## src/rtl/seq_domain_reset_pkg.sv

```systemverilog
package seq_domain_reset_pkg;

  localparam int CTRL_BASE = 'h40;
  localparam int STAT_BASE = 'h140;
  localparam int REG_STRIDE = 8;

  typedef enum logic {
    SEQ_IDLE,
    SEQ_WAIT
  } seqState_t;

  typedef struct packed {
    logic load;
    logic tick;
    logic commit;
  } seqStrobes_t;

endpackage

```

## src/rtl/seq_domain_reset_dp.sv

```systemverilog
module seq_domain_reset_dp
  import seq_domain_reset_pkg::*;
#(
  parameter int NUM_PARTS   = 2,
  parameter int NUM_DOMAINS = 32,
  parameter int ACK_LAT     = 4,
  parameter int ADDR_W      = 12,
  parameter int DATA_W      = 32
) (
  input  logic                                clk,
  input  logic                                rstN,
  input  seqStrobes_t                         st,
  input  logic [ADDR_W-1:0]                   wrAddr,
  input  logic [DATA_W-1:0]                   wrData,
  input  logic [ADDR_W-1:0]                   rdAddr,
  output logic [DATA_W-1:0]                   rdData,
  output logic                                wrIsCtrl,
  output logic                                reqDiffers,
  output logic                                ackDue,
  output logic                                lastBit,
  output logic [NUM_PARTS*NUM_DOMAINS-1:0]    domainRst
);

  localparam int PW = (NUM_PARTS > 1) ? $clog2(NUM_PARTS) : 1;
  localparam int CW = (ACK_LAT > 1) ? $clog2(ACK_LAT) : 1;
  localparam logic [CW-1:0] CNT_INIT = CW'(ACK_LAT - 1);

  function automatic logic [ADDR_W-1:0] ctrlAddr(input int p);
    return ADDR_W'(CTRL_BASE + REG_STRIDE * p);
  endfunction

  function automatic logic [ADDR_W-1:0] statAddr(input int p);
    return ADDR_W'(STAT_BASE + REG_STRIDE * p);
  endfunction

  logic [NUM_PARTS-1:0][NUM_DOMAINS-1:0] curVec;
  logic [NUM_DOMAINS-1:0] tgtVec;
  logic [NUM_DOMAINS-1:0] reqData;
  logic [NUM_DOMAINS-1:0] pending;
  logic [NUM_DOMAINS-1:0] stepMask;
  logic [PW-1:0]          actPart;
  logic [PW-1:0]          wrPart;
  logic [CW-1:0]          cnt;

  assign reqData = wrData[NUM_DOMAINS-1:0];

  generate
    if (NUM_DOMAINS < DATA_W) begin : g_hi_drop
      logic unusedHi;
      assign unusedHi = ^wrData[DATA_W-1:NUM_DOMAINS];
    end
  endgenerate

  // address decode of the write port
  always_comb begin
    wrIsCtrl = 1'b0;
    wrPart   = '0;
    for (int p = 0; p < NUM_PARTS; p++) begin
      if (wrAddr == ctrlAddr(p)) begin
        wrIsCtrl = 1'b1;
        wrPart   = PW'(p);
      end
    end
  end

  assign reqDiffers = (curVec[wrPart] != reqData);

  // remaining changes of the active partition, lowest one isolated
  assign pending  = curVec[actPart] ^ tgtVec;
  assign stepMask = pending & ((~pending) + NUM_DOMAINS'(1));
  assign lastBit  = ((pending & ~stepMask) == '0);
  assign ackDue   = (cnt == '0);

  always_ff @(posedge clk or negedge rstN) begin
    if (!rstN) begin
      curVec  <= '1;
      tgtVec  <= '1;
      actPart <= '0;
      cnt     <= CNT_INIT;
    end else if (st.load) begin
      tgtVec  <= reqData;
      actPart <= wrPart;
      cnt     <= CNT_INIT;
    end else if (st.commit) begin
      curVec[actPart] <= curVec[actPart] ^ stepMask;
      cnt             <= CNT_INIT;
    end else if (st.tick) begin
      cnt <= cnt - 1'b1;
    end
  end

  // read mux
  always_comb begin
    rdData = '0;
    for (int p = 0; p < NUM_PARTS; p++) begin
      if (rdAddr == ctrlAddr(p)) begin
        rdData[NUM_DOMAINS-1:0] = curVec[p];
      end else if (rdAddr == statAddr(p)) begin
        rdData[0] = curVec[p][0];
      end
    end
  end

  assign domainRst = curVec;


  ack_wait_chk: assert property (@(posedge clk) disable iff (!rstN)
    st.commit |-> (cnt == '0));


  step_lowest_chk: assert property (@(posedge clk) disable iff (!rstN)
    st.commit |=> ($past(stepMask) & curVec[$past(actPart)]) ==
                  ($past(stepMask) & $past(tgtVec)));

endmodule

```

## src/rtl/seq_domain_reset_ctl.sv

```systemverilog
module seq_domain_reset_ctl
  import seq_domain_reset_pkg::*;
(
  input  logic        clk,
  input  logic        rstN,
  input  logic        wrValid,
  input  logic        wrIsCtrl,
  input  logic        reqDiffers,
  input  logic        ackDue,
  input  logic        lastBit,
  output seqStrobes_t st,
  output logic        busy,
  output logic        wrReady
);

  seqState_t state, nextState;

  always_comb begin
    st        = '0;
    nextState = state;
    case (state)
      SEQ_IDLE: begin
        if (wrValid && wrIsCtrl && reqDiffers) begin
          st.load   = 1'b1;
          nextState = SEQ_WAIT;
        end
      end
      SEQ_WAIT: begin
        if (ackDue) begin
          st.commit = 1'b1;
          if (lastBit) nextState = SEQ_IDLE;
        end else begin
          st.tick = 1'b1;
        end
      end
      default: nextState = SEQ_IDLE;
    endcase
  end

  always_ff @(posedge clk or negedge rstN) begin
    if (!rstN) state <= SEQ_IDLE;
    else       state <= nextState;
  end

  assign busy    = (state == SEQ_WAIT);
  assign wrReady = !busy;


  busy_cause_chk: assert property (@(posedge clk) disable iff (!rstN)
    $rose(busy) |-> $past(wrValid && wrIsCtrl));


  equal_write_chk: assert property (@(posedge clk) disable iff (!rstN)
    (!busy && wrValid && wrIsCtrl && !reqDiffers) |=> !busy);

endmodule

```

## src/rtl/seq_domain_reset.sv

```systemverilog
module seq_domain_reset
  import seq_domain_reset_pkg::*;
#(
  parameter int NUM_PARTS   = 2,
  parameter int NUM_DOMAINS = 32,
  parameter int ACK_LAT     = 4,
  parameter int ADDR_W      = 12,
  parameter int DATA_W      = 32
) (
  input  logic                              clk,
  input  logic                              rstN,
  input  logic                              wrValid,
  input  logic [ADDR_W-1:0]                 wrAddr,
  input  logic [DATA_W-1:0]                 wrData,
  output logic                              wrReady,
  input  logic [ADDR_W-1:0]                 rdAddr,
  output logic [DATA_W-1:0]                 rdData,
  output logic                              busy,
  output logic [NUM_PARTS*NUM_DOMAINS-1:0]  domainRst
);

  seqStrobes_t st;
  logic wrIsCtrl, reqDiffers, ackDue, lastBit;

  seq_domain_reset_ctl u_ctl (
    .clk(clk), .rstN(rstN), .wrValid(wrValid), .wrIsCtrl(wrIsCtrl),
    .reqDiffers(reqDiffers), .ackDue(ackDue), .lastBit(lastBit),
    .st(st), .busy(busy), .wrReady(wrReady)
  );

  seq_domain_reset_dp #(
    .NUM_PARTS(NUM_PARTS), .NUM_DOMAINS(NUM_DOMAINS), .ACK_LAT(ACK_LAT),
    .ADDR_W(ADDR_W), .DATA_W(DATA_W)
  ) u_dp (
    .clk(clk), .rstN(rstN), .st(st), .wrAddr(wrAddr), .wrData(wrData),
    .rdAddr(rdAddr), .rdData(rdData), .wrIsCtrl(wrIsCtrl),
    .reqDiffers(reqDiffers), .ackDue(ackDue), .lastBit(lastBit),
    .domainRst(domainRst)
  );


  single_change_chk: assert property (@(posedge clk) disable iff (!rstN)
    $countones(domainRst ^ $past(domainRst)) <= 1);


  idle_stable_chk: assert property (@(posedge clk) disable iff (!rstN)
    !busy |=> $stable(domainRst));

endmodule

```

## config.mk

```make
export PLATFORM = sky130hd
export DESIGN_NAME = seq_domain_reset
export DESIGN_NICKNAME = d
export VERILOG_FILES = /design/src/rtl/seq_domain_reset_pkg.sv /design/src/rtl/seq_domain_reset_dp.sv /design/src/rtl/seq_domain_reset_ctl.sv /design/src/rtl/seq_domain_reset.sv
export SDC_FILE = /design/constraint.sdc
export NUM_CORES = 1
export LEC_CHECK = 0
export BUFFER_PORTS_ARGS = -buffer_cell sky130_fd_sc_hd__buf_4
export CAP_MARGIN = 10
export CORE_MARGIN = 1.5
export CORE_UTILIZATION = 40
export DETAILED_ROUTE_END_ITERATION = 8
export PLACE_DENSITY_LB_ADDON = 0.25
export SLEW_MARGIN = 20
export SYNTH_ARGS = -nofsm -noshare
export SYNTH_HDL_FRONTEND = slang
export SYNTH_HIERARCHICAL = 1
export SYNTH_SLANG_ARGS = --single-unit
```

## constraint.sdc

```tcl
create_clock -name clk -period 5.8 [get_ports clk]
set_input_delay 0.29 -clock clk [delete_from_list [all_inputs] [get_ports clk]]
set_output_delay 0.29 -clock clk [all_outputs]
set_load 0.01 [all_outputs]
```

== Word-level counts from Yosys, hierarchy flattened ==
Cells that the tools add are included.

* Register bits: 100
* Logic and storage cells: 61

* Add/sub/neg operators: 2
* Magnitude comparators: 3
* Equality and inequality tests: 7
* Muxes and demuxes: 27
* Bitwise gates (word level): 8
* Reduce and logical (&&, ||, !) cells: 8

{| class="wikitable"
|+ Operators by type and width
! kind !! number
|-
| $mux 32 || 5
|-
| $and 32x32->32 || 2
|-
| $bwmux 64 || 1
|-
| $not 32->32 || 2
|-
| $xor 32x32->32 || 2
|-
| $mux 31 || 2
|-
| $eq 12x7->1 const B || 4
|-
| $add 32x1->32 const B || 1
|-
| $demux 32 s1 || 1
|-
| $logic_not 32->1 || 1
|-
| $ne 32x32->1 || 1
|-
| $eq 12x9->1 const B || 2
|-
| $mux 1 || 13
|-
| $mux 2 || 4
|-
| $lt 1x2->1 const B || 2
|-
| $logic_and 1x1->1 || 3
|-
| $reduce_bool 3->1 || 1
|-
| $logic_not 2->1 || 1
|-
| $not 1->1 || 2
|-
| $pmux 1 s2 || 1
|-
| $reduce_and 2->1 || 1
|-
| $sub 2x1->2 const B || 1
|-
| $ge 1x1->1 const B || 1
|-
| $logic_not 1->1 || 1
|}

== Longest topological paths before layout ==
Gate-level depths: netlist of the first run.

* Depth in word-level cells: 12
* Mapped depth: 16
* Mapped depth without buffers: 13

== Modules after synthesis ==
The synthesis of the first run kept the hierarchy.

{| class="wikitable"
|+ Modules (own cells, without submodules)
! module !! instances !! cells each !! area an instance (um2) !! sequential area each (um2)
|-
| seq_domain_reset_dp || 1 || 634 || 6,593.8 || 2,600.0
|-
| seq_domain_reset_ctl || 1 || 7 || 61.3 || 25.0
|}

== Worst setup path before layout of the first run ==
Ideal clock, no wire load.

* Path kind: input-to-reg
* From: in wrAddr[6]
* To: reg u_dp.curVec, in the netlist u_dp/domainRst[7]
* Arrival time: 3.324 ns
* Required time: 5.718 ns
* Setup slack: 2.394 ns
* Cell stages on the path: 15
* Buffers on the path: 3
* Path through: nor4b_1 -> and3_1 -> nand2_1 -> buf_1 -> mux2i_1 -> xor2_1 -> nand4_1 -> nor4_1 -> nand2_1 -> and4b_1 -> buf_1 -> nand3b_1 -> clkbuf_1 -> nor3_1 -> mux2_2

{| class="wikitable"
|+ RTL lines
! item !! RTL line !! text
|-
| start: declaration || seq_domain_reset.sv:13 || <nowiki>input logic [ADDR_W-1:0] wrAddr,</nowiki>
|-
| end signal: indexed assignment || seq_domain_reset_dp.sv:85 || <nowiki>curVec[actPart] <= curVec[actPart] ^ stepMask;</nowiki>
|-
| end: declaration || seq_domain_reset_dp.sv:36 || <nowiki>logic [NUM_PARTS-1:0][NUM_DOMAINS-1:0] curVec;</nowiki>
|}

== Final worst setup path of the first run ==
* From: reg u_dp.actPart
* To: reg u_ctl.state (netlist: u_ctl/busy)

* Word-level cells in the longest chain between the ends: 12

{| class="wikitable"
|+ Ends and longest elaborated chain
! item !! RTL line !! text
|-
| start: declaration || seq_domain_reset_dp.sv:41 || <nowiki>logic [PW-1:0] actPart;</nowiki>
|-
| start signal: assignment || seq_domain_reset_dp.sv:82 || <nowiki>actPart <= wrPart;</nowiki>
|-
| $mux 32 (not written as such) (*) (2 in a row) || seq_domain_reset_dp.sv:69 || <nowiki>assign pending = curVec[actPart] ^ tgtVec;</nowiki>
|-
| $xor 32x32->32 (*) || seq_domain_reset_dp.sv:69 ||
|-
| $not 32->32 || seq_domain_reset_dp.sv:70 || <nowiki>assign stepMask = pending & ((~pending) + NUM_DOMAINS'(1));</nowiki>
|-
| $add 32x1->32 || seq_domain_reset_dp.sv:70 ||
|-
| $and 32x32->32 || seq_domain_reset_dp.sv:70 ||
|-
| $not 32->32 || seq_domain_reset_dp.sv:71 || <nowiki>assign lastBit = ((pending & ~stepMask) == '0);</nowiki>
|-
| $and 32x32->32 (*) || seq_domain_reset_dp.sv:71 ||
|-
| $logic_not 32->1 (*) || seq_domain_reset_dp.sv:71 ||
|-
| via lastBit || seq_domain_reset.sv:23 || <nowiki>logic wrIsCtrl, reqDiffers, ackDue, lastBit;</nowiki>
|-
| $mux 1 (*) || seq_domain_reset_ctl.sv:31 || <nowiki>if (lastBit) nextState = SEQ_IDLE;</nowiki>
|-
| $mux 1 (*) || seq_domain_reset_ctl.sv:29 || <nowiki>if (ackDue) begin</nowiki>
|-
| $pmux 1 s2 (*) || seq_domain_reset_ctl.sv:21 || <nowiki>case (state)</nowiki>
|-
| via u_ctl.nextState || seq_domain_reset_ctl.sv:16 || <nowiki>seqState_t state, nextState;</nowiki>
|-
| end signal: assignment || seq_domain_reset_ctl.sv:42 || <nowiki>else state <= nextState;</nowiki>
|-
| end: declaration || seq_domain_reset_ctl.sv:16 ||
|}

Mark *: on every way through the listed nets, which the timed path passes. The rest lies on a longest branch. The select of a mux whose other input is x is not followed.
A chain may end at the register's enable or synchronous reset.

==> results.toml, run 1 <==
[outcome]
outcome = "finished, final reports clean"

[routing]
wl_per_cell_um = 19.4
dr.pass1.iters = 5
route.detailed.drc = 0
totalWireLength_um = 19600
vias_per_cell = 5.37
drt-initial-drc-count = 363
dr_total_vias = 5415
ant_nets = 0

[critical_path]
critPathMaxFanout = 27
cp_slowest_cell = "dfrtp_2"
critPathMaxStageDelay_ps = 1040
crit_chain = "mux2i_1, xor2_1, nand3_4, nor4_4, a31oi_1, and4b_1, o2111ai_1, nor4_1, nand2_1, a21o_1"
crit_required_ps = 6050
start_kind = "flop"
cp-end-kind = "flop"
path_class = "flop to flop"
crit_arrival_ps = 4560

[final_layout]
syn_to_final_growth_pct = 25.1
drive_above_1_share_pct = 47.1
diodes = 0
nNetsFinal = 848
fillerInstances = 1465

[synth]
netlist.area_leader.share_pct = 38.7
syn_avg_cell_area_um2 = 10.4
synth_edf_count = 0
ys_ff_latch = 100
synthesis.area_um2 = 6660
syn-num-nets = 701
synth-main-ff-cell = "dfstp_2"
ys_types = 59
ys_seq_area_share_pct = 39.4
yosysWarnings = 6
yosys-top-cells-count = "dfstp_2 (98), mux2i_1 (96), nand2_1 (72), mux2_2 (71), nor2_1 (60)"
synthArstFlopShare_pct = 100
synth_area_leaders = "dfstp_2 (39%), mux2i_1 (14%), mux2_2 (12%)"
post-synth-top-count-cell = "dfstp_2"
synth_largest_area_cell = "dfstp_2"
netlist_instances = 641

[floorplanning]
fp.dieH_um = 132
initial_core_util_pct = 41.4
die_w_um = 132
num_rows = 46
coreArea_um2 = 16100
dieArea_um2 = 17400
io_pins = 157

[clock_network]
cts_inserted_buffers = 9
ctsLongestPathBuffers = 2
clk_latency_ps = 360
postCtsSetupBuffers = 0
cts-resized-gates = 0
cts.sinks = 100
holdBufCountCts = 0
clk_pin_slew_ps = 70
cts_root_buffer = "clkbuf_16"
cts_tree = "yes"
htree_levels = 3

[power]
power.density_nw_per_um2 = 183
max-vdd-ir-drop_uv = 139
p_clk_share_pct = 43.0
leakage_nw = 4.05
netSwitchingPower_mw = 0.361
p_int_mw = 1.16
switching_share_pct = 23.7
p_comb_share_pct = 10.0
p_seq_share_pct = 47.1

[timing]
worstMarginPinSlew_ps = 1000
finalSetupViolations = 0
slew-limit-headroom_pct = 33.0
period_share_pct = 74.4
fmax_ghz = 0.232
period_minus_slack_ps = 4310
finalClockSkew_ps = 9.57
whs_ps = 183
tns_ps = 0
finalHoldViolCount = 0
rsz0062_at_grt = "false"
slew_violations = 0

[placed_design]
portBuffers = 156
gp_congestion = 0.916
dp_hpwl_um = 14400

[global_route]
grt.total_usage_pct = 22.7
grt_pass1_vias = 5473
overflow = 0
grt_first_pass_wirelength_um = 30900
grt_max_degree = 57
grt_antenna_before_repair = 0

[hold_path]
hold_class = "input pin to flop"

[flow_run]
drv_cap = 0
==> flip-flops by register name, summed over array words and instances, names as in the netlist <==
register	count
u_dp/domainRst	64
u_dp/tgtVec	32
u_dp/cnt	2
u_ctl/busy	1
u_dp/actPart	1
==> routing by layer <==
| metal | share of wire (%) | vias up | global-route usage [%] |
|---|---|---|---|
| li1 | - | 2550 | - |
| met1 | 44 | 2661 | 30.0 |
| met2 | 50 | 182 | 38.0 |
| met3 | 4.4 | 22 | 3.11 |
| met4 | 1.9 | 0 | 8.27 |
| met5 | 0 | - | 0 |
==> placed cells by master, fill, tap and decap left out, types with 4 or more instances in the layout <==
master     synthesis  routed
dfstp_2           98      98
mux2_2            71      71
nor4_1             7       7
nand2_1           72      71
o21ai_0           32      32
nor2_1            60      60
mux2i_1           96      96
xor2_1            53      53
and3_1             4       4
inv_1             11      11
nand4_1           12      12
a21oi_1            5       5
clkbuf_16          0       9
nand3_1            8       8
buf_4              0     165
nor3_1             7       7
xnor2_1           15      15
==> cell families after synthesis <==
kind of cell / Yosys count / share of synthesized area (%)
flops: 100 / 39.4
simple gates: 200 / 15.0
buf+inv: 40 / 3.01
fa+ha+maj: 2 / 0.338
compound gates: 59 / 5.41
mux: 170 / 27.4
xor+xnor: 70 / 9.44
==> power groups by stage <==
stage / combinational, mW / sequential [mW] / clock (mW)
after floorplan: 0.0809 / 0.724 / 0
after global placement: 0.148 / 0.726 / 0
after detailed placement: 0.151 / 0.727 / 0
after CTS: 0.152 / 0.717 / 0.671
after global routing: 0.166 / 0.718 / 0.699
final: 0.152 / 0.717 / 0.654
==> per-stage QoR <==
step | util (%) | cells | worst slack (ps) | power, mW | cell area (um2)
after floorplan | - | 641 | 2390 | 0.805 | 6660
after global placement | 49.9 | 993 | 1370 | 0.874 | 8010
after detailed placement | 49.9 | 993 | 1290 | 0.878 | 8010
after CTS | 51.8 | 1008 | 1510 | 1.54 | 8330
after global routing | 51.8 | 1008 | 1250 | 1.58 | 8330
final | 51.8 | 1008 | 1490 | 1.52 | 8330
==> worst paths after layout <==
check                                   start                 end  slack, ps  depth (start not counted)
min in group asynchronous                rstN     u_dp/tgtVec[12]        300                          1
max                              u_dp/actPart          u_ctl/busy       1490                         10
min                                wrData[10]     u_dp/tgtVec[10]        180                          2
max in group asynchronous                rstN        u_dp/actPart       4690                          2
max reg2reg                      u_dp/actPart          u_ctl/busy       1490                         10
min reg2reg                u_dp/domainRst[31]  u_dp/domainRst[31]        500                          2
==> critical path: cells and delay by family, from the launching register on <==
family / cells / cell delay [ps]
AOI/OAI and AO/OA: 3 / 550
xor gates and xnor gates: 1 / 530
DFF: 1 / 1040
muxes: 1 / 330
and+or+nand+nor: 5 / 1750
==> area by class of cell <==
cell class | count | area [um2] | share of cell area, %
Timing Repair Buffer | 165 | 1240 | 14.9
Multi-Input combinational cell | 501 | 3830 | 46.0
Clock inverter | 4 | 73.8 | 0.887
Inverter | 11 | 41.3 | 0.496
Tap cell | 216 | 270 | 3.25
Clock buffer | 11 | 243 | 2.92
Sequential cell | 100 | 2630 | 31.5
No activity file was read; power rests on OpenSTA's default activity.
==> run 2, diff against run 1 <==
--- a/config.mk
+++ b/config.mk
@@ -5,6 +5,7 @@
 export SDC_FILE = /design/constraint.sdc
 export NUM_CORES = 1
 export LEC_CHECK = 0
+export ABC_AREA = 1
 export BUFFER_PORTS_ARGS = -buffer_cell sky130_fd_sc_hd__buf_4
 export CAP_MARGIN = 10
 export CORE_MARGIN = 1.5
==> constraint.sdc (replaced) <==
create_clock -name clk -period 4 [get_ports clk]
set_input_delay 0.2 -clock clk [delete_from_list [all_inputs] [get_ports clk]]
set_output_delay 0.2 -clock clk [all_outputs]
set_load 0.01 [all_outputs]
==> run 2 against run 1 <==
Compared with the run above: die area rose by 20%; synthesized area rose by 20%; combinational power rose by 28%; clock power rose by 41%; sequential share of layout area fell by 4.4 points; worst setup slack got worse by 770 ps; synthesized cell count rose by 100%; clock-buffer cell count rose by 2; core utilization fell by 2.3 points; worst hold slack got worse by 120 ps; final cell count rose by 67%.
==> results.toml, run 2 <==
[final_layout]
regArea_um2 = 2630
final_cell_mix = "nand2_1 (495), buf_4 (169), o21ai_0 (155), inv_1 (150), nand3_1 (114)"
drive_above_1_share_pct = 23.3
final_common_cell = "nand2_1"
fillerInstances = 2047
nNetsFinal = 1478
diodes = 0
layoutNonFillerInstCount = 1688
utilization_pct = 49.5
multi_input_area_um2 = 4530
syn_to_final_growth_pct = 21.1
final_cell_area_um2 = 9670
largest_reg_flops = 64

[clock_network]
clk_pin_slew_ps = 70
cts_inserted_buffers = 9
cts-resized-gates = 0
ctsLongestPathBuffers = 2
cts_tree = "yes"
cts.sinks = 100
clk_latency_ps = 360
cts_root_buffer = "clkbuf_16"
htree_levels = 3

[critical_path]
critPathBufInv = 6
cp_slowest_cell = "buf_4"
cp-end-kind = "flop"
cp_common_cell = "nand2_1"
critPathMaxStageDelay_ps = 430
crit_family = "simple AND/OR/NAND/NOR gates"
critPathMaxFanout = 48
path_class = "input pin to flop"
crit_required_ps = 4280
reg2reg_slack_ps = 880
start_kind = "input pin"
crit_arrival_ps = 3560
crit_chain = "buf_4, or2_1, nor3_1, nand2_2, buf_4, nand2_1, o21ai_0, or2_2, nand3_1, nor2_1, nand2_1, nor2_1, nand2_1, inv_1, nor2_1, nand2_1, inv_2, nor3_2, inv_1, buf_4, nand2_1, o21ai_0"

[power]
power.density_nw_per_um2 = 222
max-vdd-ir-drop_uv = 204
leakage_nw = 5.66
fin_total_pwr_mw = 2.15

[synth]
synth-main-ff-cell = "dfstp_2"
synth_edf_count = 0
synth_area_leaders = "dfstp_2 (32%), nand2_1 (23%), o21ai_0 (9.7%)"
synthArstFlopShare_pct = 100
post-synth-top-count-cell = "nand2_1"
netlist.area_leader.share_pct = 32.2
syn_avg_cell_area_um2 = 6.22
synth_largest_area_cell = "dfstp_2"
ys_seq_area_share_pct = 32.9
synthesis.area_um2 = 7990
ys_types = 37
netlist_instances = 1285
ys_ff_latch = 100
syn-num-nets = 1345
yosysWarnings = 6
yosys-top-cells-count = "nand2_1 (498), o21ai_0 (155), inv_1 (151), nand3_1 (114), dfstp_2 (98)"

[global_route]
grt.total_usage_pct = 25.5
grt_first_pass_wirelength_um = 41200
grt_antenna_before_repair = 0
overflow = 0
grt_max_degree = 66
grt_pass1_vias = 7974

[floorplanning]
initial_core_util_pct = 40.9
coreArea_um2 = 19500
die_w_um = 144
num_rows = 51
dieArea_um2 = 20800
fp.dieH_um = 144
io_pins = 157

[hold_path]
hold_class = "input pin to flop"

[routing]
vias_per_cell = 5.26
totalWireLength_um = 26200
dr.pass1.iters = 5
drt-initial-drc-count = 738
ant_nets = 0
dr_total_vias = 8875
wl_per_cell_um = 15.5
route.detailed.drc = 0

[timing]
tns_ps = 0
whs_ps = 67.5
rsz0062_at_grt = "false"
finalHoldViolCount = 0
fin_ws_ps = 715
fmax_ghz = 0.304
slew-limit-headroom_pct = 40.1
finalClockSkew_ps = 9.07
slew_violations = 0
worstMarginPinSlew_ps = 896
period_minus_slack_ps = 3280
period_share_pct = 82.1
finalSetupViolations = 0

[placed_design]
gp_congestion = 0.941
dp_hpwl_um = 19300
dp.cells = 1671
portBuffers = 156
place_ws_ps = 422
placed_area_um2 = 9360

[flow_run]
drv_cap = 0

[outcome]
outcome = "finished, final reports clean"
[run 2: cell types whose count changed after synthesis, sizes merged, moves of 31 or more]
| cell | change |
|---|---|
| nand3 | +106 |
| mux2 | -72 |
| mux2i | -98 |
| o211ai | +37 |
| nand2 | +442 |
| xor2 | -54 |
| o32ai | +31 |
| o21ai | +121 |
| inv | +147 |
[run 2: layout make-up]
class	instances	area share, %
clock buffer	13	2.69
timing repair buffer	170	13.2
tap	265	3.43
multi-input combinational	978	46.9
inverter	159	6.17
clock inverter	3	0.466
sequential	100	27.2
[run 2: path summary, 6_finish.rpt]
kind / from / end / depth (start not counted)
setup / recovery: wrAddr[8] / u_dp/domainRst[4] / 22
hold reg to reg: u_dp/domainRst[38] / u_dp/domainRst[38] / 2
hold / removal: wrData[27] / u_dp/tgtVec[27] / 3
max in group asynchronous: rstN / u_dp/tgtVec[17] / 3
setup reg to reg: u_dp/actPart / u_ctl/busy / 19
min in group asynchronous: rstN / u_dp/actPart / 2
[run 2: kinds of logic after synthesis]
kind of cell / count (synthesis) / synth area share (%)
AO/OA/AOI/OAI: 231 / 17.2
XOR/XNOR: 5 / 0.548
adder cells (fa/ha/maj): 1 / 0.157
buffers and inverters: 207 / 10.6
flip-flops: 100 / 32.9
AND/OR/NAND/NOR: 741 / 38.7
[run 2: per-layer routing]
layer / vias up / GRT usage [%] / part of all wire, % / wire length [um]
li1: 4440 / - / - / -
met1: 4081 / 36.1 / 47 / 12300
met2: 329 / 40.7 / 44 / 11600
met3: 25 / 3.74 / 7.6 / 1980
met4: 0 / 6.96 / 1.5 / 406
met5: - / 0 / 0 / 0
[run 2: repair_timing]
action,in CTS,in global routing
endpoints found under the hold margin,1,0
setup buffers,0,0
hold buffers,1,0
[run 2: report_power, final]
group          total (mW)  internal, mW  switching (mW)
sequential           1.03          1.02         0.00571
clock               0.920         0.521           0.400
combinational       0.195        0.0789           0.116
total                2.15          1.62           0.522
[run 2: worst min-delay path, stage by stage]
cell	delay, ps
buf_4	90
nand2_1	40
o21ai_0	60
==> run 3, diff against run 2 <==
==> constraint.sdc (replaced) <==
create_clock -name clk -period 3 [get_ports clk]
set_input_delay 0.15 -clock clk [delete_from_list [all_inputs] [get_ports clk]]
set_output_delay 0.15 -clock clk [all_outputs]
set_load 0.01 [all_outputs]
==> run 3 against run 2 <==
Compared with the run above: design area increased by 1.7%; largest power group unchanged; critical endpoint is now u_ctl/busy; combinational power up 34%; non-clock buffer count grew 10.
==> results.toml, run 3 (synthesized netlist as in run 2, its figures left out) <==
[critical_path]
cp-end-kind = "flop"
critPathMaxStageDelay_ps = 450
cp_slowest_cell = "dfrtp_2"
worstReg2RegStart = "u_dp/actPart"
start_kind = "flop"
crit_chain = "buf_12, nand2_1, nand2_1, nand2_1, nand2_1, nand2_1, nor2_2, nand2_2, nor2_4, nand2_1, nand2_1, nand2_1, nor2_1, nand3_1, nor2_1, nand2_1, nand2_1, nand2_1"
reg2reg_slack_ps = 250
r2r.worst_path.cells = 18
crit_arrival_ps = 3010
r2r-end = "u_ctl/busy"
path_class = "flop to flop"
cp_common_cell = "nand2_1"
critPathMaxFanout = 51
crit_required_ps = 3260
crit_start = "u_dp/actPart"

[final_layout]
drive_above_1_share_pct = 23.8
final_common_cell = "nand2_1"
fillerInstances = 2072
nNetsFinal = 1488
utilization_pct = 50.4
syn_to_final_growth_pct = 23.1
largest_reg_flops = 64
final_cell_mix = "nand2_1 (497), buf_4 (171), o21ai_0 (154), inv_1 (149), nand3_1 (114)"
diodes = 0

[power]
max-vdd-ir-drop_uv = 266
fin_total_pwr_mw = 2.86
leakage_nw = 5.74
power.density_nw_per_um2 = 291

[floorplanning]
initial_core_util_pct = 40.9
num_rows = 51
fp.dieH_um = 144
dieArea_um2 = 20800
die_w_um = 144
io_pins = 157
coreArea_um2 = 19500

[routing]
dr.pass1.iters = 5
vias_per_cell = 5.32
dr_total_vias = 9030
drt-initial-drc-count = 722
route.detailed.drc = 0
ant_nets = 0
wl_per_cell_um = 15.6
totalWireLength_um = 26500

[timing]
slew-limit-headroom_pct = 62.4
period_minus_slack_ps = 2750
fmax_ghz = 0.364
finalSetupViolations = 0
rsz0062_at_grt = "false"
finalClockSkew_ps = 9.55
finalHoldViolCount = 0
period_share_pct = 91.6
slew_violations = 0
worstMarginPinSlew_ps = 564

[clock_network]
cts.sinks = 100
clk_pin_slew_ps = 80
cts_root_buffer = "clkbuf_16"
htree_levels = 3
clk_latency_ps = 360
ctsLongestPathBuffers = 2
cts_tree = "yes"
cts_inserted_buffers = 9

[global_route]
grt.total_usage_pct = 25.9
grt_pass1_vias = 8047
grt_max_degree = 61
grt_antenna_before_repair = 0
overflow = 0
grt_first_pass_wirelength_um = 41900

[flow_run]
drv_cap = 0

[placed_design]
dp_hpwl_um = 19700
gp_congestion = 0.989
portBuffers = 156

[outcome]
outcome = "finished, final reports clean"

[hold_path]
whs_path_depth = 3
whs_endpoint = "u_dp/tgtVec[13]"
hold_path_startpoint = "wrData[13]"
hold_class = "input pin to flop"
run 3: cell types whose count changed in the layout (fill, tap and decap cells not counted):
cell and delta:
buf_4 +2, clkbuf_1 -1, inv_1 -1, nand2_2 -2
clkinv_4 +1, clkinvlp_4 +1, o21ai_1 +1, inv_2 +1
o21ai_0 -1, clkbuf_8 -1, buf_8 +1, buf_12 +7
nand2_1 +2
run 3: final cells by class:
cell class	instances	area, um2	share of cell area, %
multi-input combinational	978	4530	46.0
sequential	100	2630	26.7
timing repair buffer	180	1450	14.7
inverter	159	597	6.07
tap	265	332	3.37
clock buffer	11	243	2.47
clock inverter	5	61.3	0.623
run 3: repair_timing:
action	4_1_cts	5_1_grt
hold endpoints to repair	1	0
setup buffers	0	0
hold buffers	1	0
setup endpoints to repair	0	59
gates resized for setup	0	5
run 3: critical path, delay by kind of cell (launching register included):
family                 cells  cell delay, ps
AND/OR/NAND/NOR           17            1880
buffers and inverters      1             290
flip-flops                 1             450
run 3: stage by stage:
stage / TNS, ps / cell area [um2] / hold WS [ps] / worst slack [ps] / cells
finish: 0 / 9830 / 23.2 / 252 / 1698
global placement: -5490 / 9510 / 182 / -123 / 1681
CTS: 0 / 9830 / 15.3 / 156 / 1698
detailed placement: -7830 / 9510 / 189 / -184 / 1681
floorplan: 0 / 7990 / -146 / 188 / 1285
global route: 0 / 9830 / 27.7 / 29.3 / 1698
run 3: where the power goes:
group | leakage, nW | internal [mW] | switching [mW] | total, mW
Combinational | 4.56 | 0.107 | 0.154 | 0.261
Clock | 0.138 | 0.672 | 0.556 | 1.23
Sequential | 1.05 | 1.36 | 0.00786 | 1.37
run 3: layer usage:
metal  global-route usage, %  vias up  share of wire (%)
met5                       0        -                  0
li1                        -     4459                  -
met4                    9.09        0                2.3
met3                    3.41       39                7.5
met2                    40.3      366                 44
met1                    36.9     4166                 46
run 3: worst max path at each step:
stage	end
2_1_floorplan	u_dp/domainRst[23]
3_3_place_gp	u_dp/domainRst[2]
3_5_place_dp	u_dp/domainRst[61]
4_1_cts	u_dp/domainRst[61]
5_1_grt	u_dp/domainRst[60]
6_report	u_ctl/busy
